$ cat src/rtl/dbuf_pkg.sv
// Package: shared mode codes for the decision buffer.
// Assumes the upstream controller drives the two-bit mode in step with the data.
package dbuf_pkg;

    typedef enum logic [1:0] {
        MODE_NORMAL  = 2'b00,
        MODE_SIGNAL  = 2'b01,
        MODE_SPARE   = 2'b10,
        MODE_LASTDAT = 2'b11
    } dbuf_mode_e;

    // Flushing is selected by bit 0 alone.
    function automatic logic is_flush(input logic [1:0] m);
        return m[0];
    endfunction

endpackage

$ cat src/rtl/dbuf_gate.sv
// Module: dbuf_gate
// Computes the block clock enable. In normal mode the block runs only while
// vectors arrive. In flush mode it also runs while a group is in flight.
// Assumes busy is the OR of all control flags, taken from registers.
module dbuf_gate
    import dbuf_pkg::*;
(
    input  logic       acc_en,
    input  logic [1:0] mode_in,
    input  logic       busy,
    output logic       gate_en
);

    logic flushing;

    // Purpose: decode the mode into a flush request.
    always_comb begin
        flushing = is_flush(mode_in);
    end

    // Purpose: combine arrival and flush hold into the enable.
    always_comb begin
        gate_en = acc_en | (flushing & busy);
    end

endmodule

$ cat src/rtl/dbuf_token.sv
// Module: dbuf_token
// Control chain of DEPTH flag bits that tracks the data front. The first
// place loads acc_en only when no flag sits in places 0..DEPTH-2. Otherwise it
// loads zero, so at most one group is tracked at a time.
// Assumes adv is the block clock enable; the chain is frozen while it is low.
module dbuf_token #(
    parameter int DEPTH = 8
) (
    input  logic             clk,
    input  logic             rst_n,
    input  logic             adv,
    input  logic             acc_en,
    output logic [DEPTH-1:0] flags,
    output logic             busy
);

    localparam int LOW_W = DEPTH - 1;

    logic slot_free;
    logic head_in;

    // Purpose: a new group may start when the front places are empty.
    always_comb begin
        slot_free = (flags[LOW_W-1:0] == '0);
        head_in   = slot_free & acc_en;
        busy      = |flags;
    end

    // Purpose: shift the flag chain on each active edge.
    always_ff @(posedge clk) begin
        if (!rst_n) begin
            flags <= '0;
        end else if (adv) begin
            flags <= {flags[DEPTH-2:0], head_in};
        end
    end

endmodule

$ cat src/rtl/dbuf_store.sv
// Module: dbuf_store
// Shift chain of DEPTH registers of STATES bits each. Each stage loads only
// from its neighbour. Slice 0 takes the new vector.
// Assumes adv is the block clock enable.
module dbuf_store #(
    parameter int STATES = 64,
    parameter int DEPTH  = 8
) (
    input  logic                      clk,
    input  logic                      rst_n,
    input  logic                      adv,
    input  logic [STATES-1:0]         vec_in,
    output logic [STATES*DEPTH-1:0]   slices
);

    logic [STATES-1:0] stage_q [DEPTH];

    // Purpose: first stage captures the incoming decision vector.
    always_ff @(posedge clk) begin
        if (!rst_n) begin
            stage_q[0] <= '0;
        end else if (adv) begin
            stage_q[0] <= vec_in;
        end
    end

    for (genvar g = 1; g < DEPTH; g++) begin : g_stage
        // Purpose: stage g takes the value of stage g-1.
        always_ff @(posedge clk) begin
            if (!rst_n) begin
                stage_q[g] <= '0;
            end else if (adv) begin
                stage_q[g] <= stage_q[g-1];
            end
        end
    end

    for (genvar k = 0; k < DEPTH; k++) begin : g_pack
        assign slices[k*STATES +: STATES] = stage_q[k];
    end

endmodule

$ cat src/rtl/decision_buffer.sv
// Module: decision_buffer (top)
// Buffers DEPTH survivor vectors and strobes their hand-over as one chunk.
// Strobes are qualified by the clock enable, so each one is a single active
// cycle. Assumes acc_en is the add-compare-select enable delayed by one
// register, and that MINSEL_TAP is less than DEPTH-1.
module decision_buffer #(
    parameter int STATES     = 64,
    parameter int DEPTH      = 8,
    parameter int MINSEL_TAP = DEPTH - 2
) (
    input  logic                    clk,
    input  logic                    rst_n,
    input  logic                    acc_en,
    input  logic [1:0]              mode_in,
    input  logic [STATES-1:0]       dec_vec,
    output logic [STATES*DEPTH-1:0] chunk,
    output logic                    xfer_strobe,
    output logic                    minsel_early,
    output logic                    gate_en
);

    localparam int LAST = DEPTH - 1;

    logic [DEPTH-1:0] flags;
    logic             busy;

    dbuf_gate u_gate (
        .acc_en  (acc_en),
        .mode_in (mode_in),
        .busy    (busy),
        .gate_en (gate_en)
    );

    dbuf_token #(.DEPTH(DEPTH)) u_token (
        .clk    (clk),
        .rst_n  (rst_n),
        .adv    (gate_en),
        .acc_en (acc_en),
        .flags  (flags),
        .busy   (busy)
    );

    dbuf_store #(.STATES(STATES), .DEPTH(DEPTH)) u_store (
        .clk    (clk),
        .rst_n  (rst_n),
        .adv    (gate_en),
        .vec_in (dec_vec),
        .slices (chunk)
    );

    // Purpose: derive the qualified transfer and early-search strobes.
    always_comb begin
        xfer_strobe  = flags[LAST] & gate_en;
        minsel_early = flags[MINSEL_TAP] & gate_en;
    end

endmodule

$ cat config.mk
export PLATFORM = sky130hd
export DESIGN_NAME = decision_buffer
export DESIGN_NICKNAME = d
export VERILOG_FILES = /design/src/rtl/dbuf_pkg.sv /design/src/rtl/dbuf_gate.sv /design/src/rtl/dbuf_token.sv /design/src/rtl/dbuf_store.sv /design/src/rtl/decision_buffer.sv
export SDC_FILE = /design/constraint.sdc
export NUM_CORES = 1
export LEC_CHECK = 0
export BUFFER_PORTS_ARGS = -buffer_cell sky130_fd_sc_hd__buf_2
export CAP_MARGIN = 20
export CORE_AREA = 2 2 229 231
export DETAILED_ROUTE_END_ITERATION = 7
export DIE_AREA = 0 0 231 233
export HOLD_SLACK_MARGIN = 0.05
export PLACE_DENSITY_LB_ADDON = 0.1
export SLEW_MARGIN = 15
export SYNTH_ARGS = -nofsm -noshare
export SYNTH_HDL_FRONTEND = slang
export SYNTH_SLANG_ARGS = --single-unit
$ cat constraint.sdc
create_clock -name clk -period 40 [get_ports clk]
set_input_delay 6 -clock clk [delete_from_list [all_inputs] [get_ports clk]]
set_output_delay 6 -clock clk [all_outputs]
set_load 0.05 [all_outputs]
==> results_dict.tcl, run 1 <==
set metrics [dict create \
    power-per-cell-area_nw_per_um2 55.5 \
    cts_hold_buf 0 \
    cp_max_fo 45 \
    cts_tree "built" \
    grt_usage_pct 21.5 \
    viasPerCell 5.01 \
    hold_viol_final 0 \
    yosys_warnings 0 \
    crit_type "input port to output pin" \
    yosys-top-cells-count "nand2_1, edfxtp_1, a21oi_1, clkbuf_1, a21oi_2" \
    synth_edf_count 512 \
    gr-total-overflow 0 \
    power.share.switching_pct 32.9 \
    synth_fp_nets 1820 \
    p_leak_nw 11.1 \
    rsz0062_at_grt "no" \
    ys_types 21 \
    numCtsBuffers 55 \
    cts_buffer_depth 3 \
    arrival_ns 7.27 \
    r2r_end "u_store.stage_q[1][214]$_SDFFCE_PN0P_" \
    ys_seq_area_share_pct 72.1 \
    startpoint "mode_in[0]" \
    layout.nets 2306 \
    drc_errors 0 \
    clock_latency_ns 0.60 \
    cp-start-kind "input port" \
    fin_crit_ns 13.27 \
    die_h_um 233 \
    peakVddDrop_uv 36.6 \
    hold_class "register to register" \
    async_flop_share_pct 0 \
    fin_area_sq_um 26200 \
    clk_pin_slew_ns 0.06 \
    die_w_um 231 \
    antennaDiodeCount 0 \
    fin_skew_ns 0.00980 \
    core_sq_um 51100 \
    grt_pass1_vias 13947 \
    placementRows 83 \
    syn_inst 1751 \
    drt_pass1_iterations 4 \
    post_cts_resized 0 \
    ant_nets 0 \
    switchingPower_uw 478 \
    slew_headroom_pct -1.91 \
    worst_pin_slew_ns 1.53 \
    reg2reg_from "u_token.flags[6]$_SDFFE_PN0P_" \
    clock.fmax_ghz 0.0754 \
    portBuffers 582 \
    grt_max_degree 254 \
    r2r_setup_slack_ns 35.50 \
    cp.required_ns 34.00 \
    endpoint "gate_en" \
    postRouteWirelength_um 60300 \
    dieArea_sq_um 53800 \
    finalCritPeriodShare_pct 33.2 \
    synth_area_per_cell_sq_um 12.3 \
    finalSetupTns_ns 0 \
    grt_first_pass_wirelength_um 88600 \
    slew_violations 42 \
    vias 14845 \
    yosysMostFrequentCell "nand2_1" \
    setup_violations 0 \
    intPower_uw 976 \
    initial_core_util_pct 42.2 \
    root_buffer "clkbuf_16" \
    synth_flop_cell "edfxtp_1" \
    syn_area_sq_um 21600 \
    comb_power_share_pct 19.9 \
    status "complete, but fails checks" \
    clock-sinks 520 \
    area.growth.synth_to_final_pct 21.5 \
    globalplace.congestion 0.840 \
    holdWs_ns 0.498 \
    htreeDepth 2 \
    wl_per_cell_um 20.4 \
    p_seq_share_pct 46.5 \
    ioPinCount 584 \
    synth.top_cells.by_area "edfxtp_1, a21oi_1, nand2_1" \
    ys_ff_latch 520 \
    fill_cells 4632 \
    antenna_found_initial 1 \
    yosysTopAreaCell "edfxtp_1" \
    place_area_sq_um 24400 \
    post_cts_buffers 0 \
    drive_gt1_share_pct 33.3 \
    violations "slew limit" \
    worstHoldStart "u_token.flags[6]$_SDFFE_PN0P_" \
    synth_top_cell_area_share_pct 71.3 \
    drt-initial-drc-count 1520 \
    place_hpwl_um 40300 \
    drv_cap 0 \
    crit_path_end_kind "output pin" \
    reg2reg_depth 6 \
    clkPwrFrac_pct 33.6 \
]
## kinds of logic after synthesis
kind of cell           synth area share (%)
AO/OA/AOI/OAI                          13.6
buffers and inverters                  5.08
flip-flops                             72.1
AND/OR/NAND/NOR                        9.29
## how the worst min path moves through the flow
| stage | end | slack (ns) | cells past startpoint |
|---|---|---|---|
| final | u_token.flags[6]$_SDFFE_PN0P_ | 0.50 | 2 |
| after global routing | u_token.flags[6]$_SDFFE_PN0P_ | 0.52 | 2 |
| after CTS | u_token.flags[6]$_SDFFE_PN0P_ | 0.49 | 2 |
| after detailed placement | u_token.flags[6]$_SDFFE_PN0P_ | 0.48 | 2 |
| after global placement | u_token.flags[6]$_SDFFE_PN0P_ | 0.47 | 2 |
| after floorplan | u_token.flags[6]$_SDFFE_PN0P_ | 0.45 | 2 |
## cell type report
| class | instances | area, sq um | share of cell area, % |
|---|---|---|---|
| inverters | 3 | 18.8 | 0.0716 |
| flip-flops and latches | 520 | 15500 | 59.3 |
| repair buffers | 603 | 3130 | 12.0 |
| well taps | 680 | 851 | 3.25 |
| clock inverters | 37 | 254 | 0.970 |
| multi-input cells | 1054 | 4950 | 18.9 |
| clock buffers | 65 | 1460 | 5.56 |
## critical path: stages
cell,delay (ns)
buf_2,0.15
inv_2,0.11
a31o_4,0.61
nand2_1,0.10
buf_2,0.25
## state kept, by name, summed over array words and instances, names as in the netlist
signal / count
u_store.stage_q: 512
u_token.flags: 8
## stage by stage
step / total power [mW] / setup WS [ns] / cells / util (%)
finish: 1.45 / 26.73 / 2962 / 51.3
global route: 1.50 / 26.63 / 2962 / 51.3
CTS: 1.47 / 26.74 / 2960 / 51.2
detailed placement: 0.979 / 26.74 / 2858 / 47.8
global placement: 0.978 / 26.76 / 2858 / 47.8
floorplan: 0.930 / 16.97 / 1751 / -
## cells in the final DEF (no fill, tap or decap)
master	synthesis	layout
nor4_2	1	1
nand3_1	6	5
inv_8	0	1
o21ai_0	6	6
nand3_4	0	1
inv_1	1	1
inv_2	2	1
clkinv_1	0	12
edfxtp_1	512	512
buf_16	0	2
a21oi_1	442	442
clkbuf_16	0	57
a21boi_0	6	6
nor2b_1	2	2
a31o_4	0	1
clkbuf_1	108	8
a32oi_1	1	1
clkinvlp_4	0	2
nand2_1	514	514
clkinv_4	0	1
o21a_1	1	1
nor2_1	2	2
buf_4	0	18
buf_2	14	581
dfxtp_1	8	8
clkinv_2	0	19
nor3_1	2	2
a21oi_2	70	70
buf_12	0	1
bufinv_16	0	3
buf_8	6	1
## power by group through the flow
stage / clock [mW] / sequential, mW / combinational (mW)
after floorplan: 0 / 0.863 / 0.0673
after global routing: 0.517 / 0.682 / 0.303
after detailed placement: 0 / 0.689 / 0.291
final: 0.488 / 0.677 / 0.289
after global placement: 0 / 0.687 / 0.291
after CTS: 0.498 / 0.677 / 0.291
## per-layer routing
metal | track usage [%] | up-vias | part of all wire (%)
met2 | 32.4 | 548 | 45
met5 | 0 | - | 0
li1 | - | 7190 | -
met4 | 7.32 | 0 | 3.1
met1 | 29.7 | 7012 | 43
met3 | 6.47 | 95 | 8.5
(Power assumes the default switching activity.)
==> inputs of run 2 (changes only) <==
--- a/config.mk
+++ b/config.mk
@@ -5,11 +5,12 @@
 export SDC_FILE = /design/constraint.sdc
 export NUM_CORES = 1
 export LEC_CHECK = 0
+export ABC_AREA = 1
 export BUFFER_PORTS_ARGS = -buffer_cell sky130_fd_sc_hd__buf_2
 export CAP_MARGIN = 20
-export CORE_AREA = 2 2 229 231
+export CORE_AREA = 2 2 224 226
 export DETAILED_ROUTE_END_ITERATION = 7
-export DIE_AREA = 0 0 231 233
+export DIE_AREA = 0 0 226 228
 export HOLD_SLACK_MARGIN = 0.05
 export PLACE_DENSITY_LB_ADDON = 0.1
 export SLEW_MARGIN = 15
==> constraint.sdc (replaced) <==
create_clock -name clk -period 12.6 [get_ports clk]
set_input_delay 1.89 -clock clk [delete_from_list [all_inputs] [get_ports clk]]
set_output_delay 1.89 -clock clk [all_outputs]
set_load 0.05 [all_outputs]
==> run 2 against run 1 <==
  * The flow now finishes without violations
  * Highest routed layer unchanged
  * Cell area fell by 3.6%
  * First-iteration DRC count fell by 33%
  * Flip-flop and latch count did not move
  * Utilization fell by 0.089 points
  * Clock power rose to 3.3 times the previous value
  * Hold slack got worse by 0.013 ns
  * Final cell count fell by 0.51%
  * Global-route usage fell by 3.9 points
  * Critical endpoint is now xfer_strobe
  * Largest power group unchanged
==> results_dict.tcl, run 2 <==
set metrics [dict create \
    status "completed" \
    globalplace.congestion 0.858 \
    placementRows 82 \
    cts_buffer_depth 3 \
    synth_edf_count 512 \
    largest_reg_flops 512 \
    slew_headroom_pct 25.3 \
    fin_util_pct 51.2 \
    synth_top_cell_area_share_pct 76.9 \
    mostFrequentLayoutCells "buf_2, nor2_1, inv_1" \
    htreeDepth 2 \
    top_register "u_store.stage_q" \
    grt_first_pass_wirelength_um 68800 \
    vias 12161 \
    synth_fp_nets 1712 \
    postRouteWirelength_um 46500 \
    clock-sinks 520 \
    top_regs "u_store.stage_q x512, u_token.flags x8" \
    whs_path_depth 2 \
    timing.final.ws_setup_ns 7.64 \
    ys_seq_area_share_pct 77.7 \
    peakVddDrop_uv 112 \
    power-per-cell-area_nw_per_um2 185 \
    crit_type "input port to output pin" \
    slew_violations 0 \
    place_hpwl_um 32000 \
    syn_area_sq_um 20000 \
    synth.top_cells.by_area "edfxtp_1, nor2_1, inv_1" \
    worstHoldStart "u_token.flags[3]$_SDFFE_PN0P_" \
    fin_crit_ns 4.96 \
    hold_class "register to register" \
    cts_tree "built" \
    fill_cells 4381 \
    async_flop_share_pct 0 \
    r2r_setup_slack_ns 8.95 \
    ioPinCount 584 \
    dp_worst_setup_slack_ns 7.56 \
    setup_violations 0 \
    portBuffers 582 \
    syn_inst 1643 \
    fin_area_sq_um 25300 \
    drt-initial-drc-count 1012 \
    p_leak_nw 11.8 \
    crit_path_end_kind "output pin" \
    post_cts_resized 0 \
    cp.required_ns 10.71 \
    place_area_sq_um 23400 \
    clk_pin_slew_ns 0.06 \
    finalCritPeriodShare_pct 39.4 \
    viasPerCell 4.13 \
    grt_pass1_vias 11642 \
    hold_viol_final 0 \
    drive_gt1_share_pct 29.4 \
    grt_max_degree 213 \
    drc_errors 0 \
    ys_ff_latch 520 \
    reg2reg_from "u_token.flags[2]$_SDFFE_PN0P_" \
    die_h_um 228 \
    wl_per_cell_um 15.8 \
    clock.fmax_ghz 0.202 \
    drt_pass1_iterations 5 \
    fin_skew_ns 0.00973 \
    cp_max_fo 10 \
    core_sq_um 49300 \
    finalSetupTns_ns 0 \
    synth_flop_cell "edfxtp_1" \
    yosys-top-cells-count "nor2_1, inv_1, edfxtp_1, buf_4" \
    yosysTopAreaCell "edfxtp_1" \
    clock_latency_ns 0.58 \
    area.growth.synth_to_final_pct 26.3 \
    root_buffer "clkbuf_16" \
    gr-total-overflow 0 \
    dieArea_sq_um 51500 \
    post_cts_buffers 0 \
    cp-start-kind "input port" \
    antenna_found_initial 3 \
    yosys_warnings 0 \
    drv_cap 0 \
    worst_pin_slew_ns 1.12 \
    arrival_ns 3.07 \
    ant_nets 0 \
    grt_usage_pct 17.6 \
    ys_types 15 \
    hold_end "u_token.flags[4]$_SDFFE_PN0P_" \
    yosysMostFrequentCell "nor2_1" \
    numCtsBuffers 55 \
    cts_hold_buf 0 \
    synth_area_per_cell_sq_um 12.2 \
    rsz0062_at_grt "no" \
    layout.nets 2299 \
    r2r_end "u_store.stage_q[1][197]$_SDFFCE_PN0P_" \
    final_common_cell "buf_2" \
    reg2reg_depth 8 \
    die_w_um 226 \
    initial_core_util_pct 40.5 \
]
run 2: per-stage QoR:
stage               hold slack (ns)  instances  power (mW)
finish                        0.485       2947        4.67
global placement              0.468       2844        3.10
floorplan                     0.459       1643        2.91
detailed placement            0.477       2844        3.11
global route                  0.510       2947        4.84
CTS                           0.487       2943        4.72
run 2: layout make-up:
cell class | count | area (sq um) | area share, %
multi-input cells | 549 | 2140 | 8.49
clock buffers | 75 | 1510 | 5.99
flip-flops and latches | 520 | 15500 | 61.5
repair buffers | 588 | 3020 | 11.9
inverters | 516 | 1940 | 7.67
diodes | 3 | 7.51 | 0.0297
clock inverters | 24 | 264 | 1.05
well taps | 672 | 841 | 3.33
run 2: routing by layer:
layer	vias to the layer above	part of all wire [%]	global-route usage (%)
met1	5574	39	21.0
met2	383	50	29.3
met5	-	0	0
met3	63	8.9	6.74
li1	6141	-	-
met4	0	2.4	5.69
run 2: worst max path at each step:
stage	startpoint	endpoint	slack (ns)	cells past startpoint
final	acc_en	xfer_strobe	7.64	6
after global placement	acc_en	u_store.stage_q[1][197]$_SDFFCE_PN0P_	7.58	7
after global routing	acc_en	minsel_early	7.54	6
after CTS	acc_en	minsel_early	7.64	6
after detailed placement	acc_en	u_store.stage_q[1][197]$_SDFFCE_PN0P_	7.56	7
after floorplan	acc_en	u_store.stage_q[0][0]$_SDFFCE_PN0P_	3.40	4
run 2: power breakdown:
part | internal (mW) | switching [mW] | total, mW
sequential | 2.08 | 0.0708 | 2.15
clock | 0.958 | 0.643 | 1.60
combinational | 0.148 | 0.763 | 0.912
run 2: cells by family after synthesis:
family | count (synthesis) | synth area share, %
buffers and inverters | 574 | 11.7
AOI/OAI and AO/OA | 1 | 0.0814
DFF | 520 | 77.7
and+or+nand+nor | 548 | 10.5
run 2: critical path, stage by stage:
cell,delay (ns)
buf_2,0.08
clkinv_1,0.27
nand2_4,0.28
inv_1,0.15
nor2_1,0.10
buf_2,0.29
==> inputs of run 3 (changes only) <==
--- a/config.mk
+++ b/config.mk
@@ -5,12 +5,12 @@
 export SDC_FILE = /design/constraint.sdc
 export NUM_CORES = 1
 export LEC_CHECK = 0
-export ABC_AREA = 1
+export ABC_AREA = 0
 export BUFFER_PORTS_ARGS = -buffer_cell sky130_fd_sc_hd__buf_2
 export CAP_MARGIN = 20
-export CORE_AREA = 2 2 224 226
+export CORE_AREA = 2 2 228 230
 export DETAILED_ROUTE_END_ITERATION = 7
-export DIE_AREA = 0 0 226 228
+export DIE_AREA = 0 0 230 232
 export HOLD_SLACK_MARGIN = 0.05
 export PLACE_DENSITY_LB_ADDON = 0.1
 export SLEW_MARGIN = 15
==> constraint.sdc (replaced) <==
create_clock -name clk -period 4.1 [get_ports clk]
set_input_delay 0.615 -clock clk [delete_from_list [all_inputs] [get_ports clk]]
set_output_delay 0.615 -clock clk [all_outputs]
set_load 0.05 [all_outputs]
==> run 3 against run 2 <==
  * Non-clock buffer count rose by 18
  * Utilization rose by 0.55 points
  * First-iteration DRC count rose by 39%
  * Critical path depth fell by 1
  * Final cell count rose by 0.68%
  * Clock skew rose by 0.0021 ns
  * Critical path type is now register to output pin
  * Sequential share of layout area fell by 2.5 points
  * Flip-flop and latch count did not move
==> results_dict.tcl, run 3 (synthesis results as in run 1) <==
set metrics [dict create \
    portBuffers 582 \
    drt-initial-drc-count 1411 \
    p_leak_nw 11.1 \
    path_buf_inv 2 \
    cp-start-kind "register" \
    whs_path_depth 3 \
    peakVddDrop_uv 401 \
    cts_hold_buf 0 \
    cts_buffer_depth 3 \
    clock-sinks 520 \
    numCtsBuffers 55 \
    reg2reg_depth 4 \
    crit_path_end_kind "output pin" \
    hold_viol_final 0 \
    mostFrequentLayoutCells "buf_2, nand2_1, edfxtp_1" \
    clk_pin_slew_ns 0.06 \
    path_cells "nor4_2 -> a31o_4 -> buf_12 -> nand2_1 -> buf_2" \
    drc_errors 0 \
    top_register "u_store.stage_q" \
    slowest_stage "buf_12" \
    place_hpwl_um 39600 \
    fin_crit_ns 3.23 \
    setup_violations 0 \
    fin_skew_ns 0.0119 \
    cp.required_ns 3.48 \
    crit_family "buffers and inverters" \
    postRouteWirelength_um 59400 \
    largest_reg_flops 512 \
    ioPinCount 584 \
    placementRows 83 \
    viasPerCell 4.96 \
    vias 14729 \
    rsz0062_at_grt "no" \
    status "completed" \
    clock.fmax_ghz 0.309 \
    drv_cap 0 \
    grt_max_degree 209 \
    dieArea_sq_um 53400 \
    hold_class "input port to register" \
    die_h_um 232 \
    worst_pin_slew_ns 1.12 \
    die_w_um 230 \
    fin_cells 2967 \
    post_cts_resized 0 \
    globalplace.congestion 0.848 \
    fin_util_pct 51.7 \
    grt_usage_pct 21.4 \
    cts_tree "built" \
    arrival_ns 2.62 \
    layout.nets 2309 \
    slew_violations 0 \
    cp.depth 5 \
    post_cts_buffers 0 \
    root_buffer "clkbuf_16" \
    crit_type "register to output pin" \
    clock_latency_ns 0.60 \
    initial_core_util_pct 42.4 \
    antenna_found_initial 2 \
    finalCritPeriodShare_pct 78.8 \
    holdWs_ns 0.347 \
    drt_pass1_iterations 5 \
    core_sq_um 50900 \
    grt_first_pass_wirelength_um 88400 \
    slew_headroom_pct 25.6 \
    top_regs "u_store.stage_q x512, u_token.flags x8" \
    power-per-cell-area_nw_per_um2 535 \
    cp_max_fo 114 \
    final_common_cell "buf_2" \
    htreeDepth 2 \
    place_inst 2861 \
    area.growth.synth_to_final_pct 22.1 \
    wl_per_cell_um 20.0 \
    ant_nets 0 \
    fill_cells 4582 \
    drive_gt1_share_pct 33.0 \
    gr-total-overflow 0 \
    slowest_delay_ns 0.45 \
    grt_pass1_vias 13984 \
]
run 3: final cells by class:
| class | instances | area, sq um | area share [%] |
|---|---|---|---|
| timing repair buffer | 606 | 3310 | 12.6 |
| inverter | 3 | 32.5 | 0.124 |
| tap | 680 | 851 | 3.23 |
| antenna | 2 | 5.00 | 0.0190 |
| sequential | 520 | 15500 | 59.0 |
| multi-input combinational | 1054 | 4950 | 18.8 |
| clock buffer | 68 | 1430 | 5.41 |
| clock inverter | 34 | 224 | 0.851 |
run 3: per-layer routing:
layer  up-vias  global-route usage [%]  part of all wire (%)
met4         0                    7.50                   3.2
met3        87                    6.23                   8.6
met1      6846                    30.2                    43
met2       583                    31.6                    45
met5         -                       0                     0
li1       7213                       -                     -
run 3: metrics by stage:
step                      TNS (ns)  worst slack [ns]  area, sq um  power (mW)
after floorplan           -1234.60             -2.41        21600        8.93
after global placement           0              1.24        24600        9.56
after detailed placement         0              1.20        24600        9.57
after CTS                        0             0.801        26300        14.2
after global routing             0             0.758        26300        14.5
final                            0             0.868        26300        14.1
run 3: worst register-to-register path, delay by kind of cell (launching register included):
kind / cells / cell delay (ns)
AO/OA/AOI/OAI: 1 / 0.35
buffers and inverters: 1 / 0.52
flip-flops: 1 / 0.33
AND/OR/NAND/NOR: 2 / 1.02
run 3: report_power, final:
group          internal [mW]  leakage [nW]  switching [mW]
sequential              6.35          5.80           0.250
clock                   2.59         0.799            2.04
combinational          0.482          4.49            2.37
run 3: worst paths after layout:
check                                          end                           from  slack, ns
max                                        gate_en  u_token.flags[0]$_SDFFE_PN0P_       0.87
min            u_store.stage_q[0][6]$_SDFFCE_PN0P_                     dec_vec[6]       0.35
max reg2reg  u_store.stage_q[0][123]$_SDFFCE_PN0P_  u_token.flags[0]$_SDFFE_PN0P_       1.53
min reg2reg          u_token.flags[5]$_SDFFE_PN0P_  u_token.flags[5]$_SDFFE_PN0P_       0.49
